## src/rtl/pw_mon_pkg.sv

```systemverilog
package pw_mon_pkg;
    typedef enum logic [1:0] {
        PW_IDLE  = 2'd0,
        PW_FRAME = 2'd1,
        PW_TAIL  = 2'd2
    } pw_state_e;

    localparam int PW_NCLS     = 4;
    localparam int PW_CLS_SLOT = 0;
    localparam int PW_CLS_EARL = 1;
    localparam int PW_CLS_REST = 2;
    localparam int PW_CLS_QUIE = 3;
endpackage

```

## src/rtl/pwm_window_ctl.sv

```systemverilog
module pwm_window_ctl
    import pw_mon_pkg::*;
#(
    parameter int DEV_W = 5,
    parameter int CW    = 8,
    localparam int OW   = CW + 1
) (
    input  logic             clk,
    input  logic             rst_n,
    input  logic             entry_stb,
    input  logic [DEV_W-1:0] entry_dev,
    input  logic [CW-1:0]    tfrm,
    input  logic [CW-1:0]    restr_len,
    input  logic [CW-1:0]    quiet_len,
    output pw_state_e        state,
    output logic [OW-1:0]    offset,
    output logic [DEV_W-1:0] target_dev
);
    pw_state_e        st_n;
    logic [OW-1:0]    off_n;
    logic [OW-1:0]    off_inc;
    logic [DEV_W-1:0] dev_n;

    // Choose the state that governs a given offset.
    function automatic pw_state_e pick(input logic [OW-1:0] o,
                                       input logic [CW-1:0] fr,
                                       input logic [CW-1:0] rl,
                                       input logic [CW-1:0] ql);
        if (o < {1'b0, fr})
            return PW_FRAME;
        else if (o <= {1'b0, rl} || o <= {1'b0, ql})
            return PW_TAIL;
        else
            return PW_IDLE;
    endfunction

    assign off_inc = (&offset) ? offset : offset + 1'b1;

    always_comb begin
        st_n  = state;
        off_n = offset;
        dev_n = target_dev;
        if (entry_stb) begin
            off_n = OW'(1);
            dev_n = entry_dev;
            st_n  = pick(OW'(1), tfrm, restr_len, quiet_len);
        end else begin
            unique case (state)
                PW_IDLE: begin
                    st_n = PW_IDLE;
                end
                PW_FRAME, PW_TAIL: begin
                    off_n = off_inc;
                    st_n  = pick(off_inc, tfrm, restr_len, quiet_len);
                end
                default: begin
                    st_n = PW_IDLE;
                end
            endcase
        end
    end

    always_ff @(posedge clk or negedge rst_n) begin
        if (!rst_n) begin
            state      <= PW_IDLE;
            offset     <= '0;
            target_dev <= '0;
        end else begin
            state      <= st_n;
            offset     <= off_n;
            target_dev <= dev_n;
        end
    end

    a_r8_restart_offset: assert property (@(posedge clk) disable iff (!rst_n)
        entry_stb |=> (offset == OW'(1) && target_dev == $past(entry_dev)));

    a_r9_idle_holds: assert property (@(posedge clk) disable iff (!rst_n)
        (state == PW_IDLE && !entry_stb) |=> state == PW_IDLE);

    a_r3_frame_below_tfrm: assert property (@(posedge clk) disable iff (!rst_n)
        (state == PW_FRAME) |-> (offset < {1'b0, tfrm}));
endmodule

```

## src/rtl/pwm_rule_eval.sv

```systemverilog
module pwm_rule_eval
    import pw_mon_pkg::*;
#(
    parameter int DEV_W = 5,
    parameter int CW    = 8,
    localparam int OW   = CW + 1
) (
    input  pw_state_e            state,
    input  logic [OW-1:0]        offset,
    input  logic [DEV_W-1:0]     target_dev,
    input  logic                 entry_stb,
    input  logic [CW-1:0]        tfrm,
    input  logic [CW-1:0]        restr_len,
    input  logic [CW-1:0]        quiet_len,
    input  logic                 row_vld,
    input  logic [DEV_W-1:0]     row_dev,
    input  logic                 row_bcast,
    input  logic                 col_vld,
    input  logic [DEV_W-1:0]     col_dev,
    output logic [PW_NCLS-1:0]   hit
);
    localparam int XW = OW + 1;

    logic          win_open;
    logic          col_open;
    logic [XW-1:0] off_x;
    logic [XW-1:0] frm_x;
    logic          col_tgt;
    logic          row_tgt;

    assign win_open = (state != PW_IDLE) && !entry_stb;
    assign col_open = (state == PW_FRAME) && !entry_stb;
    assign off_x    = {1'b0, offset};
    assign frm_x    = XW'(tfrm);
    assign col_tgt  = col_vld && (col_dev == target_dev);
    assign row_tgt  = row_vld && (row_dev == target_dev);

    always_comb begin
        hit = '0;
        hit[PW_CLS_SLOT] = col_open && col_vld && (off_x + XW'(3) >= frm_x);
        hit[PW_CLS_EARL] = col_open && col_tgt && (off_x + XW'(4) <= frm_x);
        hit[PW_CLS_REST] = win_open && (offset <= {1'b0, restr_len})
                           && (row_tgt || col_tgt);
        hit[PW_CLS_QUIE] = win_open && (offset <= {1'b0, quiet_len})
                           && row_vld && row_bcast;
    end
endmodule

```

## src/rtl/pwm_sticky.sv

```systemverilog
module pwm_sticky
    import pw_mon_pkg::*;
(
    input  logic               clk,
    input  logic               rst_n,
    input  logic [PW_NCLS-1:0] hit,
    input  logic [PW_NCLS-1:0] clr,
    output logic [PW_NCLS-1:0] pulse,
    output logic [PW_NCLS-1:0] sticky
);
    for (genvar g = 0; g < PW_NCLS; g++) begin : g_cls
        always_ff @(posedge clk or negedge rst_n) begin
            if (!rst_n) begin
                pulse[g]  <= 1'b0;
                sticky[g] <= 1'b0;
            end else begin
                pulse[g]  <= hit[g];
                sticky[g] <= hit[g] | (sticky[g] & ~clr[g]);
            end
        end

        a_r7_set_wins: assert property (@(posedge clk) disable iff (!rst_n)
            hit[g] |=> sticky[g]);

        a_r7_hold: assert property (@(posedge clk) disable iff (!rst_n)
            (sticky[g] && !clr[g]) |=> sticky[g]);
    end
endmodule

```

## src/rtl/pwr_entry_mon.sv

```systemverilog
module pwr_entry_mon
    import pw_mon_pkg::*;
#(
    parameter int DEV_W = 5,
    parameter int CW    = 8
) (
    input  logic               clk,
    input  logic               rst_n,
    input  logic               entry_stb,
    input  logic [DEV_W-1:0]   entry_dev,
    input  logic [CW-1:0]      tfrm,
    input  logic [CW-1:0]      restr_len,
    input  logic [CW-1:0]      quiet_len,
    input  logic               row_vld,
    input  logic [DEV_W-1:0]   row_dev,
    input  logic               row_bcast,
    input  logic               col_vld,
    input  logic [DEV_W-1:0]   col_dev,
    input  logic [3:0]         err_clr,
    output logic [3:0]         viol,
    output logic [3:0]         err_sticky
);
    localparam int OW = CW + 1;

    pw_state_e          state;
    logic [OW-1:0]      offset;
    logic [DEV_W-1:0]   target_dev;
    logic [PW_NCLS-1:0] hit;

    pwm_window_ctl #(.DEV_W(DEV_W), .CW(CW)) u_ctl (
        .clk        (clk),
        .rst_n      (rst_n),
        .entry_stb  (entry_stb),
        .entry_dev  (entry_dev),
        .tfrm       (tfrm),
        .restr_len  (restr_len),
        .quiet_len  (quiet_len),
        .state      (state),
        .offset     (offset),
        .target_dev (target_dev)
    );

    pwm_rule_eval #(.DEV_W(DEV_W), .CW(CW)) u_eval (
        .state      (state),
        .offset     (offset),
        .target_dev (target_dev),
        .entry_stb  (entry_stb),
        .tfrm       (tfrm),
        .restr_len  (restr_len),
        .quiet_len  (quiet_len),
        .row_vld    (row_vld),
        .row_dev    (row_dev),
        .row_bcast  (row_bcast),
        .col_vld    (col_vld),
        .col_dev    (col_dev),
        .hit        (hit)
    );

    pwm_sticky u_sticky (
        .clk    (clk),
        .rst_n  (rst_n),
        .hit    (hit),
        .clr    (err_clr),
        .pulse  (viol),
        .sticky (err_sticky)
    );

    a_r2_slot_needs_col: assert property (@(posedge clk) disable iff (!rst_n)
        viol[PW_CLS_SLOT] |-> $past(col_vld));

    a_r5_quiet_needs_bcast: assert property (@(posedge clk) disable iff (!rst_n)
        viol[PW_CLS_QUIE] |-> $past(row_vld && row_bcast));

    a_r9_idle_no_pulse: assert property (@(posedge clk) disable iff (!rst_n)
        (state == PW_IDLE && !entry_stb) |=> viol == '0);

    a_r8_stb_cycle_unchecked: assert property (@(posedge clk) disable iff (!rst_n)
        entry_stb |=> viol == '0);
endmodule

```

## config.mk

```make
export PLATFORM = sky130hd
export DESIGN_NAME = pwr_entry_mon
export DESIGN_NICKNAME = d
export VERILOG_FILES = /design/src/rtl/pw_mon_pkg.sv /design/src/rtl/pwm_window_ctl.sv /design/src/rtl/pwm_rule_eval.sv /design/src/rtl/pwm_sticky.sv /design/src/rtl/pwr_entry_mon.sv
export SDC_FILE = /design/constraint.sdc
export NUM_CORES = 1
export LEC_CHECK = 0
export BUFFER_PORTS_ARGS = -buffer_cell sky130_fd_sc_hd__buf_2
export CAP_MARGIN = 15
export CORE_MARGIN = 5
export CORE_UTILIZATION = 45
export DETAILED_ROUTE_END_ITERATION = 10
export PLACE_DENSITY = 0.65
export SYNTH_ARGS = -nofsm -noshare
export SYNTH_HDL_FRONTEND = slang
export SYNTH_HIERARCHICAL = 1
export SYNTH_SLANG_ARGS = --single-unit
export TNS_END_PERCENT = 10
```

## constraint.sdc

```tcl
create_clock -name clk -period 3.3 [get_ports clk]
set_input_delay 0.66 -clock clk [delete_from_list [all_inputs] [get_ports clk]]
set_output_delay 0.66 -clock clk [all_outputs]
set_load 0.05 [all_outputs]
```

=== Word level (Yosys, flattened, before mapping) ===
Cells that the tools add are included.

* Bits in registers: 24
* Output and inout port bits: 8

* Add/subtract/negate cells: 3
* $lt $le $gt $ge: 10
* Equality and inequality tests: 4
* Mux-type cells: 9
* Bitwise gates (word level): 12
* Reductions and logical operators: 21

{| class="wikitable"
|+ Operators with widths
! kind !! count
|-
| $le A9 B8 Y1 || 4
|-
| $mux W9 || 3
|-
| $le A1 B8 Y1 const A || 2
|-
| $logic_and A1 B1 Y1 || 13
|-
| $mux W2 || 6
|-
| $add A9 B2 Y10 const B || 1
|-
| $add A9 B3 Y10 const B || 1
|-
| $eq A5 B5 Y1 || 2
|-
| $ge A10 B8 Y1 || 1
|-
| $le A10 B8 Y1 || 1
|-
| $add A9 B1 Y9 const B || 1
|-
| $lt A9 B8 Y1 || 1
|-
| $reduce_and A9 Y1 || 1
|-
| $lt A1 B8 Y1 const A || 1
|-
| $and A1 B1 Y1 || 4
|-
| $not A1 Y1 || 4
|-
| $or A1 B1 Y1 || 4
|-
| $reduce_bool A2 Y1 || 2
|-
| $logic_or A1 B1 Y1 || 3
|-
| $eq A2 B1 Y1 const B || 1
|-
| $eq A2 B2 Y1 const B || 1
|-
| $reduce_or A2 Y1 || 1
|-
| $logic_not A1 Y1 || 1
|}

=== Depth between registers and ports, before layout ===
* Depth after elaboration: 8
* Depth in mapped cells: 11

=== Cells and area by module ===
Netlist, hierarchy kept.

{| class="wikitable"
|+ By module, submodules not included
! module !! instances !! cells each !! area each (µm²) !! sequential area each (µm²)
|-
| pwm_window_ctl || 1 || 169 || 1,503.9 || 400.4
|-
| pwm_rule_eval || 1 || 150 || 1,137.3 || 0.0
|-
| pwm_sticky || 1 || 16 || 245.2 || 200.2
|}

=== Worst setup path before layout ===
OpenSTA, ideal clock, no wires.

* Path type: register -> register
* Start point: register u_ctl.offset[3]
* End point: register u_ctl.state[0]
* Arrival: 2,609 ps
* Setup slack: 627 ps
* Cell stages (with the launch flop): 12
* Period minus slack after synthesis: 2,673 ps
* Path through: dfrtp_1 > buf_6 > and4_4 > nand3_1 > nor2_1 > mux2_2 > ha_1 > a21boi_0 > o31ai_1 > o211ai_1 > nor4_1 > o21a_1

* Longest elaborated chain between the ends: 6

{| class="wikitable"
|+ RTL lines
! item !! line !! RTL
|-
| start, declared || pwm_window_ctl.sv:16 || <nowiki>output logic [OW-1:0] offset,</nowiki>
|-
| start signal, assigned || pwm_window_ctl.sv:70 || <nowiki>offset <= off_n;</nowiki>
|-
| $add A9 B1 Y9 or $reduce_and A9 Y1 (tied branches) || pwm_window_ctl.sv:37 || <nowiki>assign off_inc = (&offset) ? offset : offset + 1'b1;</nowiki>
|-
| $mux W9 (*) || pwm_window_ctl.sv:37 ||
|-
| $lt A9 B8 Y1 (*) || pwm_window_ctl.sv:29 || <nowiki>if (o < {1'b0, fr})</nowiki>
|-
| $mux W2 (*) || pwm_window_ctl.sv:29 ||
|-
| $mux W2 (*) || pwm_window_ctl.sv:48 || <nowiki>unique case (state)</nowiki>
|-
| $mux W2 (*) || pwm_window_ctl.sv:43 || <nowiki>if (entry_stb) begin</nowiki>
|-
| named net u_ctl.st_n[0] || pwm_window_ctl.sv:19 || <nowiki>pw_state_e st_n;</nowiki>
|-
| end signal, assigned || pwm_window_ctl.sv:69 || <nowiki>state <= st_n;</nowiki>
|-
| end, declared || pwm_window_ctl.sv:15 || <nowiki>output pw_state_e state,</nowiki>
|}

Mark *: on every way through the listed nets, which the timed path passes. The rest lies on a longest branch.
A chain may end at the register's enable or synchronous reset.

=== Final worst setup path ===
* Start point: register u_ctl.offset[0]
* End point: register u_ctl.state[0]

The elaborated chain is that of the path after synthesis.

==> metrics.csv <==
stage,metric,value,unit
status,status,"finished, final reports clean",
clock_tree,"Setup Fix Bufs, Post-CTS",0,
floorplanning,FP Rows,29,
worst_setup_path,critical path buffer and inverter count,0,
worst_setup_path,WS Path Type,register to register,
sta,RSZ-0062 raised after global routing,no,
clock_tree,CTS tree,done,
synthesis,syn nets,442,
route,Detailed Routing Iterations Pass 1,5,
grt,largest net degree at the start of global routing,25,
synthesis,yosys warns,6,
clock_tree,Clock Latency Late Sink,0.27,ns
floorplanning,Starting Density,0.460,
power,sequential share of power,0.339,
clock_tree,Root Driver,clkbuf_8,
cells_and_area,Final #Nets,508,
power,Peak VDD IR,0.000174,V
synthesis,fraction of registers with async set/reset,1.00,
cells_and_area,Antenna diodes,0,
sta,Final period util,0.865,
worst_setup_path,Worst setup startpoint,u_ctl/offset[0],
grt,Congestion Overflow GR,0,
sta,Worst-Margin Slew,0.572,ns
sta,setup TNS,0,ns
route,Wirelength per Cell,15.8,microns
worst_setup_path,Critical Path Most Common Cell,ha_1,
placed_design,final RePlAce weighted congestion,0.917,
worst_setup_path,Crit-path slowest cell,dfrtp_1,
floorplanning,IO Pins,57,
worst_setup_path,critical path's top delay family,simple AND/OR/NAND/NOR gates,
synthesis,"Seq/Total Area, Yosys",0.208,
grt,first-pass GRT wire length,12800,microns
clock_tree,clock transition at the registers of the reported paths,0.09,ns
route,Total Wirelength,7530,microns
cells_and_area,Synth-to-Final Area Change,16.6,%
floorplanning,chip width,90.1,microns
clock_tree,post-CTS sizing,0,
power,sw frac,0.345,
placed_design,DP HPWL,6150,microns
sta,hold slack,0.362,ns
worst_setup_path,Crit path largest cell delay,0.51,ns
power,Comb power frac,0.404,
power,Leak,1.93,nW
clock_tree,CTS Hold Bufs,0,
route,Final ANT Viol Nets,0,
route,via count,2677,
synthesis,cells after synthesis,335,
sta,setup violators final,0,
grt,initial antenna violation count,0,
sta,Final Critical Period,2.85,ns
placed_design,Port-buffer cells,56,
worst_setup_path,largest fanout on the critical path,8,
synthesis,syn_area_per_cell,8.62,sq um
route,DRT iter0 DRCs,155,
synthesis,synthesized cell area,2890,sq um
worst_setup_path,Worst EP arrival,3.07,ns
clock_tree,H-tree depth,1,
clock_tree,CTS sink count,24,
grt,vias in the first global route,2773,
grt,total global routing track utilization,0.186,
worst_setup_path,CP required,3.51,ns
synthesis,#FFs+latches synth,24,
synthesis,ys flop type,dfrtp_1,
floorplanning,Chip Height,90.1,microns
cells_and_area,layout cell share with drive strength beyond 1,0.208,
synthesis,post-synth cell types,51,
sta,Pins Over Slew Limit,0,
floorplanning,core area,6280,sq um
worst_setup_path,Worst Setup End Kind,register,
route,Via-to-Cell Ratio,5.61,
clock_tree,total CTS buffers,3,
worst_setup_path,worst r2r src,u_ctl/offset[0],
sta,relative max-transition margin,0.616,
clock_tree,clk buf depth,2,
sta,Max Clock Skew,0.00294,ns
worst_setup_path,CP Cell Sequence,"ha_1, and2_1, and3_2, a21oi_1, nor2_1, ha_1, o211a_1, o31ai_1, o211ai_1, nor4_1, o21a_1",
power,Switch Pwr,0.346,mW
cells_and_area,final core utilization,0.536,
worst_setup_path,Setup crit start kind,register,
synthesis,"EDFF count, synth",0,
worst_hold_path,min-delay worst type,primary input to asynchronous set/reset pin,
power,power density cells,298,nW/um^2
floorplanning,die area,8120,sq um
sta,count of final hold-check violations,0,
job,max-cap violation count,0,
route,DR DRC count,0,
sta,Max Freq,0.350,GHz
power,Clock Power Share,0.257,
power,Int Power,0.656,mW
==> flip-flops by register name, indices dropped and copies added (netlist names) <==
signal / flops
u_ctl/offset: 9
u_ctl/state: 2
u_ctl/target_dev: 5
u_sticky/pulse: 4
u_sticky/sticky: 4
==> cell families (layout without fill, tap and decap cells) <==
| family | count (synthesis) | count (layout) | share of synthesized area |
|---|---|---|---|
| multiplexers | 11 | 11 | 0.0416 |
| flip-flops | 24 | 24 | 0.208 |
| AND/OR/NAND/NOR | 91 | 91 | 0.167 |
| adder cells (fa/ha/maj) | 58 | 58 | 0.251 |
| buffers and inverters | 58 | 123 | 0.0824 |
| AO/OA/AOI/OAI | 62 | 62 | 0.155 |
| XOR/XNOR | 31 | 31 | 0.0941 |
==> power by group through the flow <==
stage | Clock (mW) | Sequential (mW) | Combinational [mW]
after floorplan | 0 | 0.357 | 0.258
after global placement | 0 | 0.344 | 0.400
after global routing | 0.282 | 0.343 | 0.463
after CTS | 0.268 | 0.340 | 0.407
after detailed placement | 0 | 0.346 | 0.402
final | 0.258 | 0.340 | 0.405
==> worst paths after layout <==
check	endpoint	slack [ns]	cells past startpoint
worst max-delay path	u_ctl/state[0]	0.45	11
worst min-delay path	u_sticky/pulse[0]	0.36	1
worst max register to register	u_ctl/state[0]	0.45	11
worst min register to register	u_sticky/sticky[2]	0.48	1
max in group asynchronous	u_ctl/offset[0]	2.58	1
min in group clk	u_sticky/sticky[2]	0.48	1
==> layout by cell type, fill, tap and decap left out, types with 2 or more instances in the layout <==
| master | instances |
|---|---|
| a2111oi_0 | 2 |
| a211oi_1 | 3 |
| a21o_1 | 11 |
| a21oi_1 | 16 |
| a31oi_1 | 3 |
| and3_1 | 3 |
| and4_1 | 2 |
| buf_2 | 56 |
| buf_4 | 9 |
| clkbuf_8 | 3 |
| dfrtp_1 | 24 |
| ha_1 | 58 |
| inv_1 | 54 |
| mux2_2 | 8 |
| mux2i_1 | 3 |
| nand2_1 | 12 |
| nand2b_1 | 3 |
| nand3_1 | 12 |
| nand4_1 | 10 |
| nor2_1 | 23 |
| nor2b_1 | 2 |
| nor3_1 | 4 |
| nor3b_1 | 2 |
| nor4_1 | 9 |
| o211ai_1 | 3 |
| o21a_1 | 4 |
| o21ai_0 | 5 |
| o31ai_1 | 2 |
| or3_1 | 2 |
| xnor2_1 | 13 |
| xor2_1 | 18 |
==> cell type report <==
class / count / area, sq um
fillers: 624 / 2910
multi-input cells: 253 / 2050
flip-flops and latches: 24 / 601
repair buffers: 65 / 348
inverters: 54 / 203
well taps: 77 / 96.3
clock buffers: 3 / 41.3
clock inverters: 1 / 30.0
==> layer usage <==
layer	track usage	part of all wire	vias up
met5	0	0	-
met4	0.0310	0.0093	0
met3	0.0250	0.047	10
met2	0.339	0.51	77
met1	0.234	0.43	1265
li1	-	-	1325
==> cell usage after synthesis (3+ instances only) <==
master,instances,area (sq um)
a211oi_1,3,22.5
a21o_1,11,82.6
a21oi_1,16,80.1
a31oi_1,3,18.8
and3_1,3,18.8
dfrtp_1,24,601
ha_1,58,726
inv_1,54,203
mux2_2,8,90.1
mux2i_1,3,30.0
nand2_1,12,45.0
nand2b_1,3,18.8
nand3_1,12,60.1
nand4_1,10,62.6
nor2_1,23,86.3
nor3_1,4,20.0
nor4_1,9,56.3
o211ai_1,3,22.5
o21a_1,4,30.0
o21ai_0,5,25.0
xnor2_1,13,114
xor2_1,18,158
==> metrics by stage <==
step / worst slack, ns / cells / area (sq um) / power [mW]
2_1_floorplan: 0.627 / 335 / 2890 / 0.614
4_1_cts: 0.491 / 477 / 3370 / 1.01
5_1_grt: 0.274 / 477 / 3370 / 1.09
6_report: 0.446 / 477 / 3370 / 1.00
3_5_place_dp: 0.509 / 473 / 3300 / 0.748
3_3_place_gp: 0.562 / 473 / 3300 / 0.744
Note: power is estimated with default switching activity, not from simulation.
